--- config.mk ---
export PLATFORM = sky130hd
export DESIGN_NAME = vsat_addsub
export DESIGN_NICKNAME = d
export VERILOG_FILES = /design/src/rtl/vsat_pkg.sv /design/src/rtl/vsat_decode.sv /design/src/rtl/vsat_lane.sv /design/src/rtl/vsat_size_slice.sv /design/src/rtl/vsat_addsub.sv
export SDC_FILE = /design/constraint.sdc
export NUM_CORES = 2
export LEC_CHECK = 0
export BUFFER_PORTS_ARGS = -buffer_cell sky130_fd_sc_hd__buf_2
export CAP_MARGIN = 20
export CORE_ASPECT_RATIO = 0.8
export CORE_MARGIN = 4
export CORE_UTILIZATION = 38
export CTS_CLUSTER_DIAMETER = 80
export DETAILED_ROUTE_END_ITERATION = 6
export MAX_ROUTING_LAYER = met4
export RECOVER_POWER = 50
export SYNTH_ARGS = -nofsm -noshare
export SYNTH_HDL_FRONTEND = slang
export SYNTH_HIERARCHICAL = 1
export SYNTH_SLANG_ARGS = --single-unit
--- constraint.sdc ---
create_clock -name clk -period 9.32 [get_ports clk]
set_clock_uncertainty 0.15 [all_clocks]
set_input_delay 0 -clock clk [delete_from_list [all_inputs] [get_ports clk]]
set_output_delay 0 -clock clk [all_outputs]
set_load 0.1 [all_outputs]
--- src/rtl/vsat_pkg.sv ---
package vsat_pkg;
   localparam int unsigned NUM_SIZES = 4;
   typedef enum logic [1:0] {
      LSZ_8  = 2'd0,
      LSZ_16 = 2'd1,
      LSZ_32 = 2'd2,
      LSZ_64 = 2'd3
   } lane_size_e;

   function automatic int unsigned lane_width(input int unsigned k);
      return 8 << k;
   endfunction
endpackage

--- src/rtl/vsat_decode.sv ---
module vsat_decode #(
   parameter int unsigned OPC_W   = 6,
   parameter int unsigned OPC_ADD = 1,
   parameter int unsigned OPC_SUB = 5
) (
   input  logic [OPC_W-1:0] op_code,
   output logic             legal,
   output logic             is_sub
);
   if (OPC_ADD == OPC_SUB) begin : g_bad_codes
      $error("add and subtract codes must differ");
   end
   if (OPC_ADD >= (1 << OPC_W) || OPC_SUB >= (1 << OPC_W)) begin : g_bad_width
      $error("opcode values do not fit the opcode field");
   end

   localparam logic [OPC_W-1:0] CODE_ADD = OPC_W'(OPC_ADD);
   localparam logic [OPC_W-1:0] CODE_SUB = OPC_W'(OPC_SUB);

   always_comb begin
      legal  = (op_code == CODE_ADD) || (op_code == CODE_SUB);
      is_sub = (op_code == CODE_SUB);
   end

   always_comb begin
      if (is_sub) AST_SUB_IMPLIES_LEGAL: assert (legal);
   end
endmodule

--- src/rtl/vsat_lane.sv ---
module vsat_lane #(
   parameter int unsigned W = 8
) (
   input  logic [W-1:0] a,
   input  logic [W-1:0] b,
   input  logic         sub,
   input  logic         uns,
   output logic [W-1:0] res,
   output logic         sat
);
   if (W < 2) begin : g_bad_w
      $error("lane width too small");
   end

   localparam logic [W-1:0] U_MAX = '1;
   localparam logic [W-1:0] S_MAX = {1'b0, {(W-1){1'b1}}};
   localparam logic [W-1:0] S_MIN = {1'b1, {(W-1){1'b0}}};

   logic [W:0]   ext_sum;
   logic [W-1:0] wrap;
   logic         u_ovf;
   logic         s_ovf;

   always_comb begin
      ext_sum = sub ? ({1'b0, a} - {1'b0, b}) : ({1'b0, a} + {1'b0, b});
      wrap    = ext_sum[W-1:0];
      u_ovf   = ext_sum[W];
      if (sub) s_ovf = (a[W-1] != b[W-1]) && (wrap[W-1] != a[W-1]);
      else     s_ovf = (a[W-1] == b[W-1]) && (wrap[W-1] != a[W-1]);
      sat = uns ? u_ovf : s_ovf;
      if (!sat)     res = wrap;
      else if (uns) res = sub ? '0 : U_MAX;
      else          res = a[W-1] ? S_MIN : S_MAX;
   end

   always_comb begin
      if (sat && uns && !sub) AST_UNS_ADD_CLAMP: assert (res == U_MAX);
      if (sat && uns && sub)  AST_UNS_SUB_CLAMP: assert (res == '0);
      if (sat && !uns)        AST_SGN_CLAMP: assert (res[W-1] == a[W-1]);
   end
endmodule

--- src/rtl/vsat_size_slice.sv ---
module vsat_size_slice #(
   parameter int unsigned VEC_W  = 128,
   parameter int unsigned LANE_W = 8
) (
   input  logic [VEC_W-1:0] a,
   input  logic [VEC_W-1:0] b,
   input  logic             sub,
   input  logic             uns,
   input  logic             wide,
   output logic [VEC_W-1:0] res,
   output logic             sat_any
);
   localparam int unsigned NL     = VEC_W / LANE_W;
   localparam int unsigned HALF_W = VEC_W / 2;

   if (VEC_W % LANE_W != 0) begin : g_bad_div
      $error("vector width must be a multiple of lane width");
   end

   logic [NL-1:0] sat_v;

   for (genvar i = 0; i < NL; i++) begin : g_lane
      localparam bit LOW_HALF = ((i + 1) * LANE_W) <= HALF_W;
      logic [LANE_W-1:0] l_res;
      logic              l_sat;
      logic              act;

      vsat_lane #(.W(LANE_W)) u_lane (
         .a   (a[i*LANE_W +: LANE_W]),
         .b   (b[i*LANE_W +: LANE_W]),
         .sub (sub),
         .uns (uns),
         .res (l_res),
         .sat (l_sat)
      );

      assign act                     = LOW_HALF || wide;
      assign res[i*LANE_W +: LANE_W] = act ? l_res : '0;
      assign sat_v[i]                = act & l_sat;
   end

   assign sat_any = |sat_v;
endmodule

--- src/rtl/vsat_addsub.sv ---
module vsat_addsub #(
   parameter int unsigned VEC_W   = 128,
   parameter int unsigned OPC_W   = 6,
   parameter int unsigned OPC_ADD = 1,
   parameter int unsigned OPC_SUB = 5
) (
   input  logic             clk,
   input  logic             rst_n,
   input  logic             in_valid,
   input  logic [OPC_W-1:0] op_code,
   input  logic             uns,
   input  logic [1:0]       lane_sz,
   input  logic             wide,
   input  logic [VEC_W-1:0] src_a,
   input  logic [VEC_W-1:0] src_b,
   input  logic             flag_clr,
   output logic             out_valid,
   output logic [VEC_W-1:0] result,
   output logic             illegal,
   output logic             sat_flag
);
   import vsat_pkg::*;

   localparam int unsigned HALF_W = VEC_W / 2;

   if (VEC_W % 128 != 0) begin : g_bad_vec
      $error("vector width must be a multiple of 128");
   end

   logic                 legal;
   logic                 is_sub;
   logic [VEC_W-1:0]     res_by_sz [NUM_SIZES];
   logic [NUM_SIZES-1:0] sat_by_sz;
   logic [VEC_W-1:0]     res_sel;
   logic                 sat_sel;
   logic                 accept;

   vsat_decode #(.OPC_W(OPC_W), .OPC_ADD(OPC_ADD), .OPC_SUB(OPC_SUB)) u_dec (
      .op_code (op_code),
      .legal   (legal),
      .is_sub  (is_sub)
   );

   for (genvar k = 0; k < NUM_SIZES; k++) begin : g_size
      vsat_size_slice #(.VEC_W(VEC_W), .LANE_W(lane_width(k))) u_slice (
         .a       (src_a),
         .b       (src_b),
         .sub     (is_sub),
         .uns     (uns),
         .wide    (wide),
         .res     (res_by_sz[k]),
         .sat_any (sat_by_sz[k])
      );
   end

   always_comb begin
      res_sel = res_by_sz[lane_sz];
      sat_sel = sat_by_sz[lane_sz];
      accept  = in_valid && legal;
   end

   always_ff @(posedge clk) begin
      if (!rst_n) begin
         out_valid <= 1'b0;
         illegal   <= 1'b0;
         result    <= '0;
         sat_flag  <= 1'b0;
      end else begin
         out_valid <= in_valid;
         illegal   <= in_valid && !legal;
         if (accept) result <= res_sel;
         if (accept && sat_sel) sat_flag <= 1'b1;
         else if (flag_clr)     sat_flag <= 1'b0;
      end
   end

   AST_VALID_LATENCY: assert property (@(posedge clk) disable iff (!rst_n)
      in_valid |=> out_valid);
   AST_IDLE_NO_VALID: assert property (@(posedge clk) disable iff (!rst_n)
      !in_valid |=> !out_valid);
   AST_TAIL_ZERO: assert property (@(posedge clk) disable iff (!rst_n)
      (accept && !wide) |=> (result[VEC_W-1:HALF_W] == '0));
   AST_FLAG_STICKY: assert property (@(posedge clk) disable iff (!rst_n)
      (sat_flag && !flag_clr) |=> sat_flag);
   AST_SAT_WINS: assert property (@(posedge clk) disable iff (!rst_n)
      (accept && sat_sel && flag_clr) |=> sat_flag);
   AST_ILLEGAL_HOLD: assert property (@(posedge clk) disable iff (!rst_n)
      (in_valid && !legal) |=> ($stable(result) && illegal));
endmodule

**Word-level counts from Yosys, hierarchy flattened**

Index checks and enable logic that the tools add are counted.

- Register bits: 131
- Bits in latches: 0
- Bits in writable memories: 0
- ROM bits: 0
- Input port bits: 270
- Output and inout port bits: 131
- Logic and storage cells: 422
- Memories kept: 0

- Add/subtract/negate cells: 60
- Multiply operators: 0
- Div/mod/pow operators: 0
- Order comparisons: 2
- Equality and inequality tests: 64
- Shift-type cells: 0
- Muxes and demuxes: 206
- Bitwise gates (word level): 16
- Reduce and logical (&&, ||, !) cells: 70

Operators with widths:

| cell | number |
|---|---|
| two-way mux 64 bit | 8 |
| two-way mux 32 bit | 15 |
| two-way mux 16 bit | 29 |
| two-way mux 8 bit | 57 |
| binary-select mux 128 bit (select 2 bit) | 1 |
| two-way mux 128 bit | 2 |
| adder 8 x 8 -> 9 bit | 16 |
| two-way mux 9 bit | 16 |
| subtractor 8 x 8 -> 9 bit | 16 |
| adder 16 x 16 -> 17 bit | 8 |
| two-way mux 17 bit | 8 |
| subtractor 16 x 16 -> 17 bit | 8 |
| adder 32 x 32 -> 33 bit | 4 |
| two-way mux 33 bit | 4 |
| subtractor 32 x 32 -> 33 bit | 4 |
| adder 64 x 64 -> 65 bit | 2 |
| two-way mux 65 bit | 2 |
| subtractor 64 x 64 -> 65 bit | 2 |
| logical AND 1 bit | 63 |
| two-way mux 1 bit | 63 |
| inequality test 1 bit | 46 |
| == test 1 bit | 16 |
| OR reduction 16 bit | 1 |
| AND 1 bit | 15 |
| 12 further kinds | 12 |

**Depth between registers and ports, before layout**

- Depth in word-level cells: 12
- Gate-level depth with buffers: 28
- Gate-level depth less buffers: 27

**By module**

The synthesis kept the hierarchy.

By module, submodules not included:

| module | times used | cells each | area an instance (um^2) | sequential area each (um^2) |
|---|---|---|---|---|
| vsat_lane (g_size[2].u_slice.g_lane[0].u_lane ...) | 4 | 407 | 2811.4 | 0.0 |
| vsat_lane (g_size[1].u_slice.g_lane[0].u_lane ...) | 8 | 187 | 1405.1 | 0.0 |
| vsat_lane (g_size[0].u_slice.g_lane[0].u_lane ...) | 15 | 88 | 684.4 | 0.0 |
| vsat_addsub | 1 | 723 | 7970.1 | 2622.5 |
| vsat_lane (g_size[3].u_slice.g_lane[0].u_lane) | 1 | 971 | 6319.8 | 0.0 |
| vsat_lane (g_size[3].u_slice.g_lane[1].u_lane) | 1 | 864 | 5948.2 | 0.0 |
| vsat_lane (g_size[0].u_slice.g_lane[7].u_lane) | 1 | 87 | 664.4 | 0.0 |
| vsat_size_slice (g_size[1].u_slice) | 1 | 74 | 491.7 | 0.0 |
| vsat_size_slice (g_size[2].u_slice) | 1 | 74 | 485.5 | 0.0 |
| vsat_size_slice (g_size[3].u_slice) | 1 | 72 | 480.5 | 0.0 |
| vsat_size_slice (g_size[0].u_slice) | 1 | 77 | 467.9 | 0.0 |
| vsat_decode | 1 | 4 | 31.3 | 0.0 |

**Worst setup path before layout**

No wires, ideal clock.

- Kind: input-to-reg
- Start: input port op_code[1]
- End: register sat_flag
- Setup time: 0.117 ns
- Data arrival time: 8.707 ns
- Data required time: 9.053 ns
- Path slack: 0.345 ns
- Stages on the path: 18
- Buffers on the path: 3
- Cell sequence: nand2b_1 nor4_2 buf_2 buf_1 mux2i_1 fa_1 a21oi_1 nor2_1 or4b_4 a311oi_4 xor2_2 a221oi_2 buf_2 inv_1 o41ai_1 nand2_1 mux4_2 a32o_1

- Word-level cells in the longest chain between the ends: 12
- Elaborated cells on any way between the ends: 208
- Classes of those cells: eq/ne: 32; mux: 93; bitwise: 15; reduce/logical: 68

RTL lines:

| element | line | RTL |
|---|---|---|
| start, declared | vsat_addsub.sv:10 | `input logic [OPC_W-1:0] op_code,` |
| == test 6 x 3 -> 1 bit * | vsat_decode.sv:22 | `is_sub = (op_code == CODE_SUB);` |
| via is_sub | vsat_addsub.sv:31 | `logic is_sub;` |
| two-way mux 17 bit | vsat_lane.sv:25 | `ext_sum = sub ? ({1'b0, a} - {1'b0, b}) : ({1'b0, a} + {1'b0, b});` |
| inequality test 1 bit | vsat_lane.sv:28, vsat_lane.sv:29 |  |
| logical AND 1 bit, on equally long branches | vsat_lane.sv:29, vsat_lane.sv:28 |  |
| two-way mux 1 bit | vsat_lane.sv:28 | `if (sub) s_ovf = (a[W-1] != b[W-1]) && (wrap[W-1] != a[W-1]);` |
| two-way mux 1 bit * | vsat_lane.sv:30 | `sat = uns ? u_ovf : s_ovf;` |
| via g_size[1].u_slice.g_lane[4].l_sat | vsat_size_slice.sv:25 | `logic l_sat;` |
| AND 1 bit * | vsat_size_slice.sv:39 | `assign sat_v[i] = act & l_sat;` |
| OR reduction 8 bit * | vsat_size_slice.sv:42 | `assign sat_any = \|sat_v;` |
| via sat_by_sz[1] | vsat_addsub.sv:33 | `logic [NUM_SIZES-1:0] sat_by_sz;` |
| binary-select mux 1 bit (select 2 bit) * | vsat_addsub.sv:58 | `sat_sel = sat_by_sz[lane_sz];` |
| two-way mux 1 bit (implied by the code) * | vsat_addsub.sv:58 |  |
| logical AND 1 bit * | vsat_addsub.sv:72 | `if (accept && sat_sel) sat_flag <= 1'b1;` |
| two-way mux 1 bit or nonzero test 2 bit (tied branches) | -- |  |
| end signal, assigned | vsat_addsub.sv:67 | `sat_flag <= 1'b0;` |
| end signal, assigned | vsat_addsub.sv:72 |  |
| end signal, assigned | vsat_addsub.sv:73 | `else if (flag_clr) sat_flag <= 1'b0;` |
| end, declared | vsat_addsub.sv:20 | `output logic sat_flag` |

Mark *: on every way through the listed nets, which the timed path passes. The rest lies on a longest branch. The select of a mux whose other input is x is not followed.
A chain may end at the register's enable or synchronous reset.

**Worst setup path after layout**

- Start: input port src_b[19]
- End: register sat_flag

- Word-level cells in the longest chain between the ends: 11
- Elaborated cells on any way between the ends: 41
- Classes of those cells: add/sub: 8; eq/ne: 4; mux: 15; reduce/logical: 14

RTL lines:

| element | line | RTL |
|---|---|---|
| start, declared | vsat_addsub.sv:15 | `input logic [VEC_W-1:0] src_b,` |
| adder 64 x 64 -> 65 bit or subtractor 64 x 64 -> 65 bit (tied branches) | vsat_lane.sv:25 |  |
| two-way mux 65 bit * | vsat_lane.sv:25 |  |
| inequality test 1 bit | vsat_lane.sv:28, vsat_lane.sv:29 |  |
| logical AND 1 bit, on equally long branches | vsat_lane.sv:29, vsat_lane.sv:28 |  |
| two-way mux 1 bit | vsat_lane.sv:28 |  |
| two-way mux 1 bit * | vsat_lane.sv:30 |  |
| via g_size[3].u_slice.g_lane[0].l_sat | vsat_size_slice.sv:25 |  |
| OR reduction 2 bit * | vsat_size_slice.sv:42 |  |
| via sat_by_sz[3] | vsat_addsub.sv:33 |  |
| binary-select mux 1 bit (select 2 bit) * | vsat_addsub.sv:58 |  |
| two-way mux 1 bit (implied by the code) * | vsat_addsub.sv:58 |  |
| logical AND 1 bit * | vsat_addsub.sv:72 |  |
| two-way mux 1 bit or nonzero test 2 bit (tied branches) | -- |  |

Marks and branches as above.

==> impl_metrics.yaml <==
routing:
  wire_per_inst_microns: 22.9
  postRouteAntennaNets: 0
  route.detailed.drc: 0
  drt_iter0_markers: 5806
  first_pass_iters: 7
  vias: 57100
  viasPerCell: 6.04
  drt-total-wl_microns: 216000
critical_path:
  startpoint_type: "primary input"
  max_stage_delay_ns: 0.81
  crit_type: "primary input to flop"
  arrival_ns: 7.96
  cp_max_fo: 64
  critPathRequiredTime_ns: 9.59
  worstSetupEndpointType: "flop"
  critical_path.cell_chain: "buf_2, nor4_1, nand4b_1, nor4_2, nand3b_1, nor2_1, nor4b_1, a21oi_1, xnor2_1, ha_1, a21oi_1, o21ai_0, a22oi_1, a31oi_1, o21ai_0, nand2_1, mux2i_1, a211o_4, a21o_1, mux4_2, a32o_1, dlygate4sd3_1"
  crit_slowest_cell: "nor4_2"
die:
  die_y_microns: 350
  die_area_sq_um: 153000
  coreArea_sq_um: 145000
  start_util_pct: 38.3
  io_pins: 401
  rows: 125
  die_w_microns: 436
cts:
  cts_tree: "done"
  root_buffer: "clkbuf_16"
  post_cts_buffers: 0
  clock_latency_ns: 0.54
  cts_resized: 0
  numClockSinks: 131
  clockBufferDepth: 2
  numCtsBuffers: 17
  cts_max_level: 4
  ctsHoldBuffers: 7
  clk_pin_slew_ns: 0.07
finish:
  nets: 8362
  area_delta_synth_final_pct: 5.82
  final_cells: 9454
  drive_above_1_share_pct: 13.5
yosys:
  synth_fp_nets: 8232
  syn-mean-instance-area_sq_um: 7.53
  synth-edff-count: 0
  synthSimpleGateAreaFrac_pct: 20.4
  synth_top_family_by_area: "compound AO/OA/AOI/OAI gates"
  syn_inst: 7390
  syn_area_sq_um: 55600
  yosys.area_share.adder_pct: 13.3
  yosys_warnings: 6
  synth-compound-area-share_pct: 30.5
  ys_types: 118
  async_flop_share_pct: 0
  synthMuxAreaShare_pct: 9.61
  synth_seq_area_share_pct: 4.72
  ys_seq_elements: 131
  synth_xor_area_share_pct: 14.8
  yosys_most_used_dff: "dfxtp_1"
timing:
  setup_violations: 0
  worst_slack_ns: 1.64
  report.final.slew_viol_count: 5
  post-route-min-period_ns: 7.68
  maxSlewHeadroom_pct: -5.91
  hold_viol: 0
  rsz0062_at_grt: "no"
  finalSetupTns_ns: 0
  fin_hold_ws_ns: 0.123
  fmax_mhz: 130
  fin_crit_sh_pct: 82.4
  worst_pin_slew_ns: 1.60
placed_design:
  place.port_buffers: 400
  pre_cts_slack_ns: 1.38
  dp_hpwl_microns: 170000
  globalplace.congestion: 1.00
  dp.cells: 9397
grt:
  grt_usage_pct: 27.6
  grt.overflow.total: 0
  first_global_vias: 50750
  grt_pass1_wl_microns: 324000
  antenna_found_initial: 37
  grt_max_degree: 149
run_status:
  status: "finished with violations"
  violations: "capacitance limit, slew limit"
power:
  p_leak_nw: 24.9
  ir_drop_mv: 0.171
  powerDensity_nw_per_um2: 104
run:
  cap_violations: 6
worst_hold_path:
  hold_class: "primary input to flop"
==> state kept, by name, indices dropped and copies added, names as in the netlist <==
register	flops
result	128
illegal	1
out_valid	1
sat_flag	1
==> worst paths after layout <==
| path | cells after the start | startpoint | slack, ns | end |
|---|---|---|---|---|
| worst max-delay path | 22 | src_b[19] | 1.64 | sat_flag |
| worst min-delay path | 5 | src_a[33] | 0.12 | result[33] |
| worst max register to register | 3 | sat_flag | 7.88 | sat_flag |
| worst min register to register | 1 | result[13] | 0.34 | result[13] |
==> power breakdown <==
| part | switching, mW | internal, mW | total, mW | leakage [nW] |
|---|---|---|---|---|
| registers | 0.00509 | 0.565 | 0.570 | 1.06 |
| logic | 2.78 | 1.96 | 4.74 | 23.6 |
| clock network | 0.374 | 0.458 | 0.832 | 0.305 |
==> placed cells by master, fill, tap and decap left out, types with 32 or more instances in the layout <==
cell type / n
inv_1: 376
a221o_1: 141
xnor2_1: 663
and2_1: 280
ha_1: 542
nand4_1: 91
o21ai_0: 273
buf_2: 267
o31ai_1: 39
nand2_1: 364
buf_4: 47
nor2_1: 698
mux2_2: 80
xor2_1: 235
a21oi_1: 705
o21ai_2: 202
nor4_1: 82
nor3_1: 194
nand2b_1: 107
a221oi_1: 32
clkbuf_1: 130
a21o_1: 282
and3_1: 49
mux2i_1: 254
a31oi_1: 104
nor2b_1: 60
mux2_4: 101
a21o_2: 41
nand3_1: 120
o21ai_1: 42
dfxtp_1: 131
o21bai_1: 45
o21a_1: 68
==> cells in the mapped netlist (80+ instances only) <==
| cell type | count | share of area [%] |
|---|---|---|
| a21oi_1 | 705 | 6.3 |
| nor2_1 | 699 | 4.7 |
| xnor2_1 | 663 | 10 |
| ha_1 | 542 | 12 |
| inv_1 | 376 | 2.5 |
| nand2_1 | 364 | 2.5 |
| a21o_1 | 282 | 3.8 |
| and2_1 | 281 | 3.2 |
| o21ai_0 | 273 | 2.5 |
| mux2i_1 | 254 | 4.6 |
| xor2_1 | 235 | 3.7 |
| o21ai_2 | 202 | 3.2 |
| nor3_1 | 194 | 1.7 |
| a221o_1 | 141 | 2.5 |
| clkbuf_1 | 140 | 0.94 |
| dfxtp_1 | 131 | 4.7 |
| nand3_1 | 120 | 1.1 |
| nand2b_1 | 107 | 1.2 |
| a31oi_1 | 104 | 1.2 |
| mux2_4 | 101 | 2.7 |
| nand4_1 | 91 | 1.0 |
| nor4_1 | 82 | 0.92 |
| mux2_2 | 80 | 1.6 |
==> layout make-up <==
type	count	area, sq um
fillers	15150	86400
clock inverters	14	203
well taps	1905	2380
multi-input cells	6533	49300
clock buffers	18	439
flip-flops and latches	131	2620
diodes	16	40.0
inverters	376	1410
repair buffers	461	2430
==> per-layer routing <==
metal	GRT usage (%)	share of wire, %	up-vias
met5	-	0	-
met4	6.63	2.5	0
met3	3.01	7.3	229
met2	38.3	40	2223
met1	41.9	50	27277
li1	-	-	27371
==> kinds of logic after synthesis <==
logic type,Yosys count
AND/OR/NAND/NOR,2235
adder cells (fa/ha/maj),572
flip-flops,131
multiplexers,453
XOR/XNOR,919
AO/OA/AOI/OAI,2354
buffers and inverters,726
==> metrics by stage <==
step | utilization [%] | power, mW | cell area [sq um]
after floorplan | - | 4.11 | 55600
after global placement | 40.1 | 5.19 | 58200
after detailed placement | 40.1 | 5.21 | 58200
after CTS | 40.6 | 6.10 | 58900
after global routing | 40.5 | 6.58 | 58800
final | 40.5 | 6.14 | 58800
==> critical path, delay by kind of cell <==
family	cells	cell delay (ns)
buffers and inverters	2	0.75
AOI/OAI and AO/OA	9	2.65
muxes	2	0.64
adders and majority gates	1	0.40
and+or+nand+nor	7	3.30
xor gates and xnor gates	1	0.15
Power figures use the tool's default switching activity.
